`config.mk`:
```
export PLATFORM = sky130hd
export DESIGN_NAME = dbg_evt_ctrl
export DESIGN_NICKNAME = d
export VERILOG_FILES = /design/src/rtl/dbg_evt_pkg.sv /design/src/rtl/dbg_evt_ctl_reg.sv /design/src/rtl/dbg_evt_flag.sv /design/src/rtl/dbg_evt_mode.sv /design/src/rtl/dbg_evt_ctrl.sv
export SDC_FILE = /design/constraint.sdc
export NUM_CORES = 1
export LEC_CHECK = 0
export ABC_AREA = 0
export BUFFER_PORTS_ARGS = -buffer_cell sky130_fd_sc_hd__buf_2
export CAP_MARGIN = 20
export CORE_ASPECT_RATIO = 0.7
export CORE_MARGIN = 2
export CORE_UTILIZATION = 56
export CTS_BUF_LIST = sky130_fd_sc_hd__clkbuf_8
export CTS_CLUSTER_DIAMETER = 120
export DETAILED_ROUTE_END_ITERATION = 8
export PLACE_DENSITY = 0.95
export REMOVE_ABC_BUFFERS = 1
export SLEW_MARGIN = 20
export SYNTH_ARGS = -nofsm -noshare
export SYNTH_HDL_FRONTEND = slang
export SYNTH_SLANG_ARGS = --single-unit
```
`constraint.sdc`:
```
create_clock -name clk_i -period 2.08 [get_ports clk_i]
set_input_delay 0.52 -clock clk_i [delete_from_list [all_inputs] [get_ports clk_i]]
set_output_delay 0.52 -clock clk_i [all_outputs]
set_load 0.03 [all_outputs]
```
`src/rtl/dbg_evt_pkg.sv`:
```
package dbg_evt_pkg;
  typedef enum logic [1:0] {
    EM_HALT    = 2'b00,
    EM_FREEZE  = 2'b01,
    EM_VECTOR  = 2'b10,
    EM_TRIGGER = 2'b11
  } evt_mod_e;

  typedef struct packed {
    logic     pin_en;
    logic     fifo_halt;
    evt_mod_e mod;
  } ctl_reg_t;

  localparam int unsigned NUM_EVT   = 3;
  localparam int unsigned EVT_HW    = 0;
  localparam int unsigned EVT_SW    = 1;
  localparam int unsigned EVT_TRACE = 2;
endpackage

```
`src/rtl/dbg_evt_ctl_reg.sv`:
```
module dbg_evt_ctl_reg
  import dbg_evt_pkg::*;
(
  input  logic     clk_i,
  input  logic     rst_ni,
  input  logic     we_i,
  input  ctl_reg_t wdata_i,
  output ctl_reg_t ctl_o,
  output ctl_reg_t nxt_o
);
  ctl_reg_t ctl_q;

  assign nxt_o = we_i ? wdata_i : ctl_q;
  assign ctl_o = ctl_q;

  always_ff @(posedge clk_i or negedge rst_ni) begin
    if (!rst_ni) ctl_q <= '0;
    else         ctl_q <= nxt_o;
  end
endmodule

```
`src/rtl/dbg_evt_flag.sv`:
```
module dbg_evt_flag #(
  parameter int unsigned REARM_CYCLES = 8
) (
  input  logic clk_i,
  input  logic rst_ni,
  input  logic evt_i,
  input  logic auto_i,
  input  logic clr_i,
  output logic flag_o,
  output logic first_o
);
  localparam int unsigned CNT_W = (REARM_CYCLES > 2) ? $clog2(REARM_CYCLES) : 1;
  localparam logic [CNT_W-1:0] CNT_LAST = CNT_W'(REARM_CYCLES - 1);

  logic             flag_q;
  logic [CNT_W-1:0] cnt_q;

  assign flag_o  = flag_q;
  assign first_o = evt_i & ~flag_q;

  // a new event wins over any clear and restarts the window
  always_ff @(posedge clk_i or negedge rst_ni) begin
    if (!rst_ni) begin
      flag_q <= 1'b0;
      cnt_q  <= '0;
    end else if (evt_i) begin
      flag_q <= 1'b1;
      cnt_q  <= '0;
    end else if (clr_i) begin
      flag_q <= 1'b0;
      cnt_q  <= '0;
    end else if (flag_q && auto_i) begin
      if (cnt_q == CNT_LAST) begin
        flag_q <= 1'b0;
        cnt_q  <= '0;
      end else begin
        cnt_q <= cnt_q + 1'b1;
      end
    end
  end
endmodule

```
`src/rtl/dbg_evt_mode.sv`:
```
module dbg_evt_mode
  import dbg_evt_pkg::*;
(
  input  logic     clk_i,
  input  logic     rst_ni,
  input  evt_mod_e mod_nxt_i,
  input  logic     any_flag_i,
  input  logic     exit_i,
  output logic     dbg_mode_o,
  output logic     exit_ok_o
);
  logic dbg_q, dbg_d;

  assign exit_ok_o  = exit_i & dbg_q;
  assign dbg_mode_o = dbg_q;

  always_comb begin
    if (exit_ok_o) dbg_d = 1'b0;
    else           dbg_d = dbg_q | ((mod_nxt_i == EM_HALT) & any_flag_i);
  end

  always_ff @(posedge clk_i or negedge rst_ni) begin
    if (!rst_ni) dbg_q <= 1'b0;
    else         dbg_q <= dbg_d;
  end
endmodule

```
`src/rtl/dbg_evt_ctrl.sv`:
```
module dbg_evt_ctrl
  import dbg_evt_pkg::*;
#(
  parameter int unsigned REARM_CYCLES = 8,
  parameter int unsigned VEC_W        = 16,
  parameter logic [VEC_W-1:0] IRQ_VECTOR = VEC_W'(16'h000C)
) (
  input  logic             clk_i,
  input  logic             rst_ni,
  input  logic             hw_bp_i,
  input  logic             sw_bp_i,
  input  logic             trace_i,
  input  logic             ctl_we_i,
  input  logic [3:0]       ctl_wdata_i,
  input  logic             dbg_exit_i,
  output logic             halt_req_o,
  output logic             capture_freeze_o,
  output logic             irq_o,
  output logic [VEC_W-1:0] irq_vec_o,
  output logic             trig_no,
  output logic [NUM_EVT-1:0] flags_o
);
  ctl_reg_t           wdata, ctl_q, ctl_nxt;
  logic [NUM_EVT-1:0] evt, flags, first;
  logic               any_flag, dbg_mode, exit_ok, flag_clr, auto_rearm, irq_q;

  assign wdata = ctl_reg_t'(ctl_wdata_i);
  assign evt   = {trace_i, sw_bp_i, hw_bp_i};

  dbg_evt_ctl_reg u_ctl (
    .clk_i   (clk_i),
    .rst_ni  (rst_ni),
    .we_i    (ctl_we_i),
    .wdata_i (wdata),
    .ctl_o   (ctl_q),
    .nxt_o   (ctl_nxt)
  );

  // user-mode writes and debug exit both rearm every event
  assign flag_clr   = (ctl_we_i & ~dbg_mode) | exit_ok;
  assign auto_rearm = (ctl_q.mod == EM_VECTOR) | (ctl_q.mod == EM_TRIGGER);

  for (genvar i = 0; i < NUM_EVT; i++) begin : g_flag
    dbg_evt_flag #(.REARM_CYCLES(REARM_CYCLES)) u_flag (
      .clk_i   (clk_i),
      .rst_ni  (rst_ni),
      .evt_i   (evt[i]),
      .auto_i  (auto_rearm),
      .clr_i   (flag_clr),
      .flag_o  (flags[i]),
      .first_o (first[i])
    );
  end

  assign any_flag = |flags;

  dbg_evt_mode u_mode (
    .clk_i      (clk_i),
    .rst_ni     (rst_ni),
    .mod_nxt_i  (ctl_nxt.mod),
    .any_flag_i (any_flag),
    .exit_i     (dbg_exit_i),
    .dbg_mode_o (dbg_mode),
    .exit_ok_o  (exit_ok)
  );

  // trace never vectors
  always_ff @(posedge clk_i or negedge rst_ni) begin
    if (!rst_ni) irq_q <= 1'b0;
    else         irq_q <= (ctl_q.mod == EM_VECTOR) & (first[EVT_HW] | first[EVT_SW]);
  end

  assign halt_req_o       = dbg_mode;
  assign capture_freeze_o = (ctl_we_i & wdata.fifo_halt) | ctl_q.fifo_halt | dbg_mode
                          | (~ctl_q.mod[1] & any_flag);
  assign irq_o            = irq_q;
  assign irq_vec_o        = IRQ_VECTOR;
  assign trig_no          = ~(ctl_q.pin_en & any_flag);
  assign flags_o          = flags;
endmodule

```
# == Word-level counts from Yosys, hierarchy flattened ==
# Index checks and enable logic that the tools add are counted.
# word_totals
register_bits,18
input_bits,11
# classes
addsub,3
eq_ne,5
n_mux,26
n_bitwise,21
n_reduce_logical,14
# op_table
operator,n
$mux W3,12
$reduce_bool A3 Y1,6
$mux W1,13
$add A3 B1 Y3 const B,3
$and A1 B1 Y1,9
$eq A3 B3 Y1 const B,3
$or A1 B1 Y1,7
$reduce_and A2 Y1,3
$not A1 Y1,5
$eq A2 B2 Y1 const B,2
$logic_and A1 B1 Y1,3
$reduce_or A3 Y1,1
$logic_not A2 Y1,1
$mux W2,1

# == Depth between registers and ports, before layout ==
# Gate-level depths: netlist of the first run.
# depth
ltp_word,6
depth_mapped,4

# == Modules after synthesis ==
# Synthesis of the first run repeated with hierarchy kept, for this count alone.
# hier_totals
hier_cells,102
area_unflattened_um2,1072.3
# modules_own_cells
module,instances,cells_each,area_per_inst_um2,seq_area_each_um2
dbg_evt_flag,3,20,222.7,100.1
dbg_evt_ctrl,1,29,209.0,25.0
dbg_evt_ctl_reg,1,8,145.1,100.1
dbg_evt_mode,1,5,50.0,25.0

# == Worst setup path before layout of the first run ==
# Ideal clock, no wire load.
# synth_timing
kind,register to output
startpoint,register g_flag[0].u_flag.flag_q
endpoint,output capture_freeze_o
t_arrival_ps,1367
required_time_ps,1560
slack_ps,193
path_stages_with_launch,4
n_path_buf,1
path_cell_list,dfrtp_1 -> clkbuf_1 -> nor3_1 -> o21ai_0
# synth_between
elab_chain_cells,3
# synth_lines
element,line,text
start: declaration,dbg_evt_flag.sv:15,logic flag_q;
start signal: assignment,dbg_evt_flag.sv:24,flag_q <= 1'b0;
start signal: assignment,dbg_evt_flag.sv:27,flag_q <= 1'b1;
start signal: assignment,dbg_evt_flag.sv:30,flag_q <= 1'b0;
$reduce_or A3 Y1,dbg_evt_ctrl.sv:55,assign any_flag = |flags;
$and A1 B1 Y1,dbg_evt_ctrl.sv:75,| (~ctl_q.mod[1] & any_flag);
$or A1 B1 Y1,dbg_evt_ctrl.sv:75,
end: declaration,dbg_evt_ctrl.sv:17,"output logic capture_freeze_o,"
# Every way passes these cells.

# == Final worst setup path of the first run ==
# layout_timing
startpoint,register g_flag[2].u_flag.flag_q
endpoint,output trig_no
# layout_between
elab_chain_cells,3
# layout_lines
element,line,text
start: declaration,dbg_evt_flag.sv:15,
start signal: assignment,dbg_evt_flag.sv:24,
start signal: assignment,dbg_evt_flag.sv:27,
start signal: assignment,dbg_evt_flag.sv:30,
$reduce_or A3 Y1,dbg_evt_ctrl.sv:55,
$and A1 B1 Y1,dbg_evt_ctrl.sv:78,assign trig_no = ~(ctl_q.pin_en & any_flag);
$not A1 Y1,dbg_evt_ctrl.sv:78,
end: declaration,dbg_evt_ctrl.sv:20,"output logic trig_no,"
# Every way passes these cells.

==> results.ini, run 1 <==
[run_status]
outcome = finished, final reports clean

[synthesis]
ys_types = 22
yosysWarnings = 0
yosys.area.top_type = dfrtp_1
syn_inst = 100
ys_seq_area_share_pct = 40.4
synth_seq_cells = 18
netlist_area_sq_um = 1110
yosysTopAreaCellShare_pct = 40.4
synth_area_leaders = dfrtp_1 40%, buf_4 13%, a21bo_2 8.1%
avgSynthCellArea_sq_um = 11.1

[clock_network]
postCtsHoldBufs = 0
cts_sinks = 18
clockRootBuffer = clkbuf_8
numCtsBuffers = 3
post_cts_buffers = 0
ctsResizeCount = 0
htreeDepth = 1
clkTransAtPathRegs_ps = 70
worst_skew_pair.late_latency_ps = 250
clock_path_buffers = 2
tritoncts = yes

[die]
die-area_sq_um = 2370
die_h_um = 41.3
num_rows = 13
io_pins = 34
core_area_sq_um = 1870
start_util_pct = 59.6
die_x_um = 57.3

[placement]
dp_hpwl_um = 1540
routabilityCongestion = 0.710
portBuffers = 17
pre_cts_ws_ps = 401
dpl.cell_count = 132
dpl_cell_area_sq_um = 1130

[sta]
tns_ps = 0
setup_slack_ps = 173
clock_skew_ps = 4.37
rsz0062_at_grt = no
finalSetupViolations = 0
max_freq_mhz = 524
hold_viol = 0
min_period_over_period_pct = 91.7
drv_slew = 0
min_period_ps = 1910

[drt]
vias = 753
drtAntennaViolNets = 0
routedWlPerCell_um = 15.6
dr.pass1.iters = 4
drt-vias-per-instance = 5.58
drt_iter0_markers = 5
wl_um = 2110
post-route-drc-count = 0

[global_routing]
antenna_found_initial = 0
grt_pass1_wl_um = 2950
grt_start_max_net_pins = 24
grt_overflow = 0
grt_pass1_vias = 605
grt_usage_pct = 17.7

[worst_hold_path]
hp-class = primary input to async pin

[layout]
fin_cells = 135
nNetsFinal = 132
area_growth_pct = 5.50
mostFrequentLayoutCell = dfrtp_1
final_area_sq_um = 1180
layout_common_cells = 18 x dfrtp_1, 17 x buf_2, 16 x conb_1
fillers = 150
antennaDiodeCount = 0
drive_gt1_share_pct = 37.2

[power_and_ir_drop]
ir_drop_v = 0.000478
p_per_area_nw_per_um2 = 736
p_leak_uw = 0.000563

[critical_path]
crit_start = g_flag[2].u_flag.flag_o
timing.rr.end = u_mode.dbg_mode_o
r2r_slack_ps = 730
r2r_cells = 3
cp_max_fo = 3
cp_data_required_time_ps = 1560
worstSetupPathType = flip-flop to primary output
cp.arrival_ps = 1390
r2r-start = u_ctl.ctl_o[1]
crit_end = trig_no
endpoint_kind = primary output
critPathLaunchType = flip-flop

[run]
maxCapViolations = 0

-- metrics by stage --
step / util (%) / total power [uW] / hold slack (ps)
after floorplan: - / 549 / 224
after global placement: 60.7 / 614 / 462
after detailed placement: 60.7 / 627 / 476
after CTS: 62.9 / 872 / 203
after global routing: 62.9 / 905 / 213
final: 62.9 / 866 / 191
-- metal layers --
| metal | up-vias | routed length [um] | global-route usage, % |
|---|---|---|---|
| met4 | 0 | 0 | 5.23 |
| li1 | 354 | - | - |
| met3 | 0 | 120 | 6.79 |
| met2 | 27 | 968 | 28.4 |
| met1 | 372 | 1020 | 22.8 |
| met5 | - | 0 | 0 |
-- layout make-up --
type                       count  area, sq um  area share (%)
tap                           22         27.5            2.34
sequential                    18          450            38.3
multi-input combinational     71          542            46.1
timing repair buffer          21          115            9.79
clock buffer                   3         41.3            3.51
-- flip-flops by register name, summed over array words and instances, names as in the netlist --
name and count:
u_mode.dbg_mode_o 1, u_ctl.ctl_o 4, g_flag.u_flag.cnt_q 9, g_flag.u_flag.flag_o 3
irq_o 1
-- worst min path at each step --
stage                      start                        end
after floorplan           rst_ni  g_flag[0].u_flag.cnt_q[0]
after global placement    rst_ni  g_flag[0].u_flag.cnt_q[0]
after detailed placement  rst_ni  g_flag[0].u_flag.cnt_q[0]
after CTS                 rst_ni                      irq_o
after global routing      rst_ni                      irq_o
final                     rst_ni                      irq_o
-- Yosys cell counts, drive strengths merged --
cell type / instances
ha: 6
a31o: 3
mux2: 5
nor3: 1
nand4bb: 3
a21bo: 9
a21oi: 1
nand3: 5
nand2b: 5
dfrtp: 18
nand2: 3
o21ai: 1
buf: 22
mux2i: 1
a211oi: 10
o41ai: 1
clkbuf: 3
conb: 2
nand4b: 1
-- worst max-delay path: stages (launching register included) --
cell	delay [ps]
dfrtp_1	380
nor3_1	400
nand2b_1	160
buf_2	190
-- logic make-up (layout without fill, tap and decap cells) --
kind of cell,after synthesis,in the layout,share of synthesized area (%)
adders and majority gates,6,6,6.73
buffers and inverters,25,24,15.7
and+or+nand+nor,18,18,10.3
AOI/OAI and AO/OA,25,25,19.5
DFF,18,18,40.4
other,2,16,0.674
muxes,6,6,6.62
-- power breakdown --
part           internal [uW]  leakage, uW  switching, uW
clock network            129    0.0000216            115
logic                   73.8     0.000311            152
registers                375     0.000230           21.0
Note: power is estimated with default switching activity, not from simulation.
==> run 2: changes to the inputs <==
GPL_TIMING_DRIVEN = 0   (was unset)
==> results.ini, run 2 (synthesis results as in run 1) <==
[sta]
tns_ps = 0
min_period_over_period_pct = 96.6
min_period_ps = 2010
hold_viol = 0
rsz0062_at_grt = no
finalSetupViolations = 0
drv_slew = 0
clock_skew_ps = 3.77
max_freq_mhz = 498

[clock_network]
numCtsBuffers = 3
post_cts_buffers = 0
htreeDepth = 1
ctsResizeCount = 0
tritoncts = yes
clkTransAtPathRegs_ps = 70
worst_skew_pair.late_latency_ps = 260
cts_sinks = 18
clockRootBuffer = clkbuf_8
postCtsHoldBufs = 0
clock_path_buffers = 2

[run_status]
outcome = finished, final reports clean

[layout]
layout_common_cells = 17 x dfrtp_1, 17 x buf_2, 16 x conb_1
nNetsFinal = 128
largest-register = g_flag.u_flag.cnt_q
drive_gt1_share_pct = 36.4
largest_reg_flops = 9
final_area_sq_um = 1160
antennaDiodeCount = 0
area_growth_pct = 4.15
fin_util_pct = 62.1

[critical_path]
critPathLaunchType = flip-flop
cp.arrival_ps = 1490
endpoint_kind = primary output
cp_max_fo = 9
cp_data_required_time_ps = 1560
worstSetupPathType = flip-flop to primary output

[die]
start_util_pct = 59.6
num_rows = 13
io_pins = 34
die_h_um = 41.3
die-area_sq_um = 2370
core_area_sq_um = 1870
die_x_um = 57.3

[drt]
drtAntennaViolNets = 0
post-route-drc-count = 0
routedWlPerCell_um = 14.9
drt_iter0_markers = 8
dr.pass1.iters = 4
vias = 726
wl_um = 1960
drt-vias-per-instance = 5.50

[global_routing]
grt_overflow = 0
antenna_found_initial = 0
grt_pass1_vias = 590
grt_pass1_wl_um = 2880
grt_usage_pct = 17.0
grt_start_max_net_pins = 25

[placement]
dp_hpwl_um = 1400
routabilityCongestion = 0.680
portBuffers = 17
dpl_cell_area_sq_um = 1100

[power_and_ir_drop]
p_leak_uw = 0.000550
p_per_area_nw_per_um2 = 769
ir_drop_v = 0.000840

[worst_hold_path]
hp-class = primary input to async pin

[run]
maxCapViolations = 0

-- run 2: cell types whose count changed in the layout (fill, tap and decap cells not counted) --
cell	before	now
dfrtp_2	0	1
dfrtp_1	18	17
clkbuf_8	3	4
buf_4	4	0
-- run 2: path summary, 6_finish.rpt --
check,from,end,slack (ps),depth (start not counted)
min in group clk_i,trace_i,g_flag[2].u_flag.cnt_q[2],480,2
max in group asynchronous,rst_ni,u_ctl.ctl_o[1],1590,1
worst min register to register,u_ctl.ctl_o[3],u_ctl.ctl_o[3],530,1
worst max-delay path,g_flag[2].u_flag.flag_o,trig_no,70,3
worst min-delay path,rst_ni,g_flag[0].u_flag.cnt_q[0],180,1
worst max register to register,g_flag[1].u_flag.cnt_q[0],g_flag[1].u_flag.cnt_q[2],790,4
-- run 2: per-stage QoR --
step           cells  setup slack, ps  power [uW]  hold slack, ps
5_1_grt          132             20.4         933             219
3_5_place_dp     128              357         610             470
3_3_place_gp     128              388         600             463
4_1_cts          132             75.2         897             192
6_report         132             70.4         893             184
2_1_floorplan     89              103         549             224
-- run 2: worst max-delay path: stages, from the launching register on --
cell and delay [ps]:
dfrtp_1 490, nor3_1 400, nand2b_1 160, buf_2 190
-- run 2: report_power, final --
group | internal, uW | switching, uW | total (uW)
clock | 168 | 120 | 288
combinational | 63.0 | 121 | 184
sequential | 375 | 45.9 | 421
total | 606 | 287 | 893
-- run 2: area by class of cell --
type                    count  area [sq um]
clock buffers               4          55.1
fillers                   165           709
multi-input cells          71           542
flip-flops and latches     18           452
well taps                  22          27.5
repair buffers             17          85.1
-- run 2: layer usage --
layer	part of all wire (%)	vias up	track usage [%]
li1	-	343	-
met3	7.5	2	6.48
met2	45	28	26.4
met5	0	-	0
met4	0.41	0	3.49
met1	47	353	23.0
==> run 3: changes to the inputs <==
CORE_UTILIZATION = 30   (was 56)
CTS_BUF_LIST = unset   (was sky130_fd_sc_hd__clkbuf_8)
PLACE_DENSITY = 0.62   (was 0.95)
==> results.ini, run 3 (synthesis results as in run 1) <==
[layout]
fin_util_pct = 34.0
largest-register = g_flag.u_flag.cnt_q
antennaDiodeCount = 0
multi_input_area_sq_um = 547
final_area_sq_um = 1200
fillers = 382
layout_common_cells = 17 x dfrtp_1, 17 x buf_2, 16 x conb_1
drive_gt1_share_pct = 37.3
nNetsFinal = 128
area_growth_pct = 7.74
largest_reg_flops = 9
seqCellArea_sq_um = 452

[die]
io_pins = 34
core_area_sq_um = 3540
die_h_um = 55
num_rows = 18
die-area_sq_um = 4230
start_util_pct = 31.5
die_x_um = 76.9

[critical_path]
cp_slowest_cell = dfrtp_1
cp_data_required_time_ps = 1560
crit_start = g_flag[0].u_flag.flag_o
r2r-start = g_flag[1].u_flag.cnt_q[0]
cp_max_fo = 10
cp.arrival_ps = 1420
endpoint_kind = primary output
crit_chain = nor3_2 -> nand2b_1 -> buf_2
worstSetupPathType = flip-flop to primary output
critPathLaunchType = flip-flop
slowest_delay_ps = 490

[clock_network]
numCtsBuffers = 3
post_cts_buffers = 0
worst_skew_pair.late_latency_ps = 250
cts_sinks = 18
clock_path_buffers = 2
clockRootBuffer = clkbuf_8
postCtsHoldBufs = 0
tritoncts = yes
clkTransAtPathRegs_ps = 70
htreeDepth = 1

[sta]
setup_slack_ps = 141
max_freq_mhz = 516
finalSetupViolations = 0
clock_skew_ps = 2.21
tns_ps = 0
hold_ws_ps = 184
hold_viol = 0
min_period_over_period_pct = 93.2
rsz0062_at_grt = no
drv_slew = 0
min_period_ps = 1940

[drt]
drt-vias-per-instance = 4.56
drt_iter0_markers = 32
dr.pass1.iters = 4
routedWlPerCell_um = 12.7
drtAntennaViolNets = 0
vias = 729
post-route-drc-count = 0
wl_um = 2040

[placement]
routabilityCongestion = 0.686
dpl_cell_area_sq_um = 1140
dp_hpwl_um = 1490
pre_cts_ws_ps = 277
portBuffers = 17

[run]
maxCapViolations = 0

[power_and_ir_drop]
ir_drop_v = 0.000309
p_leak_uw = 0.000551
p_int_uw = 606
p_per_area_nw_per_um2 = 745
combinationalPowerShare_pct = 20.5
swShare_pct = 32.3
p_sw_uw = 289
clockPowerShare_pct = 32.4
seqPwrFrac_pct = 47.1

[global_routing]
grt_pass1_wl_um = 3320
grt_overflow = 0
antenna_found_initial = 0
grt_start_max_net_pins = 25
grt_usage_pct = 10.4
grt_pass1_vias = 676

[run_status]
outcome = finished, final reports clean

[worst_hold_path]
hp-class = primary input to async pin

[run 3: final cells by class]
| cell class | instances | share of cell area, % |
|---|---|---|
| flip-flops and latches | 18 | 37.6 |
| clock buffers | 4 | 4.58 |
| multi-input cells | 71 | 45.5 |
| repair buffers | 17 | 7.08 |
| well taps | 50 | 5.21 |
[run 3: path summary, 6_finish.rpt]
path	endpoint	slack [ps]	cells past startpoint
worst max-delay path	trig_no	140	3
worst min-delay path	g_flag[1].u_flag.flag_o	180	1
worst max register to register	g_flag[1].u_flag.cnt_q[1]	750	4
worst min register to register	u_ctl.ctl_o[3]	520	1
max in group asynchronous	u_ctl.ctl_o[1]	1590	1
min in group clk_i	g_flag[2].u_flag.cnt_q[2]	480	2
[run 3: per-layer routing]
metal  global-route usage, %  share of wire [%]  vias up
met3                    4.22                7.2        2
met5                       0                  0        -
met4                    2.73               0.49        0
li1                        -                  -      345
met2                    15.6                 41       25
met1                    14.0                 51      357
[run 3: per-stage QoR]
step,power [uW],std cells
6_report,895,160
5_1_grt,940,160
3_3_place_gp,603,156
4_1_cts,909,160
2_1_floorplan,549,89
3_5_place_dp,611,156
[run 3: critical path, delay by kind of cell (launching register included)]
kind,cells,cell delay [ps]
DFF,1,490
and+or+nand+nor,2,480
buffers and inverters,1,190
[run 3: timing repair]
item | CTS | global route
endpoints found under the setup margin | 2 | 1
gates cloned | 0 | 0
resized for setup | 1 | 1
[run 3: power groups by stage]
stage	logic (uW)	registers (uW)	clock network [uW]
2_1_floorplan	112	437	0
3_3_place_gp	182	422	0
3_5_place_dp	185	426	0
4_1_cts	187	420	302
5_1_grt	199	428	312
6_report	184	421	290
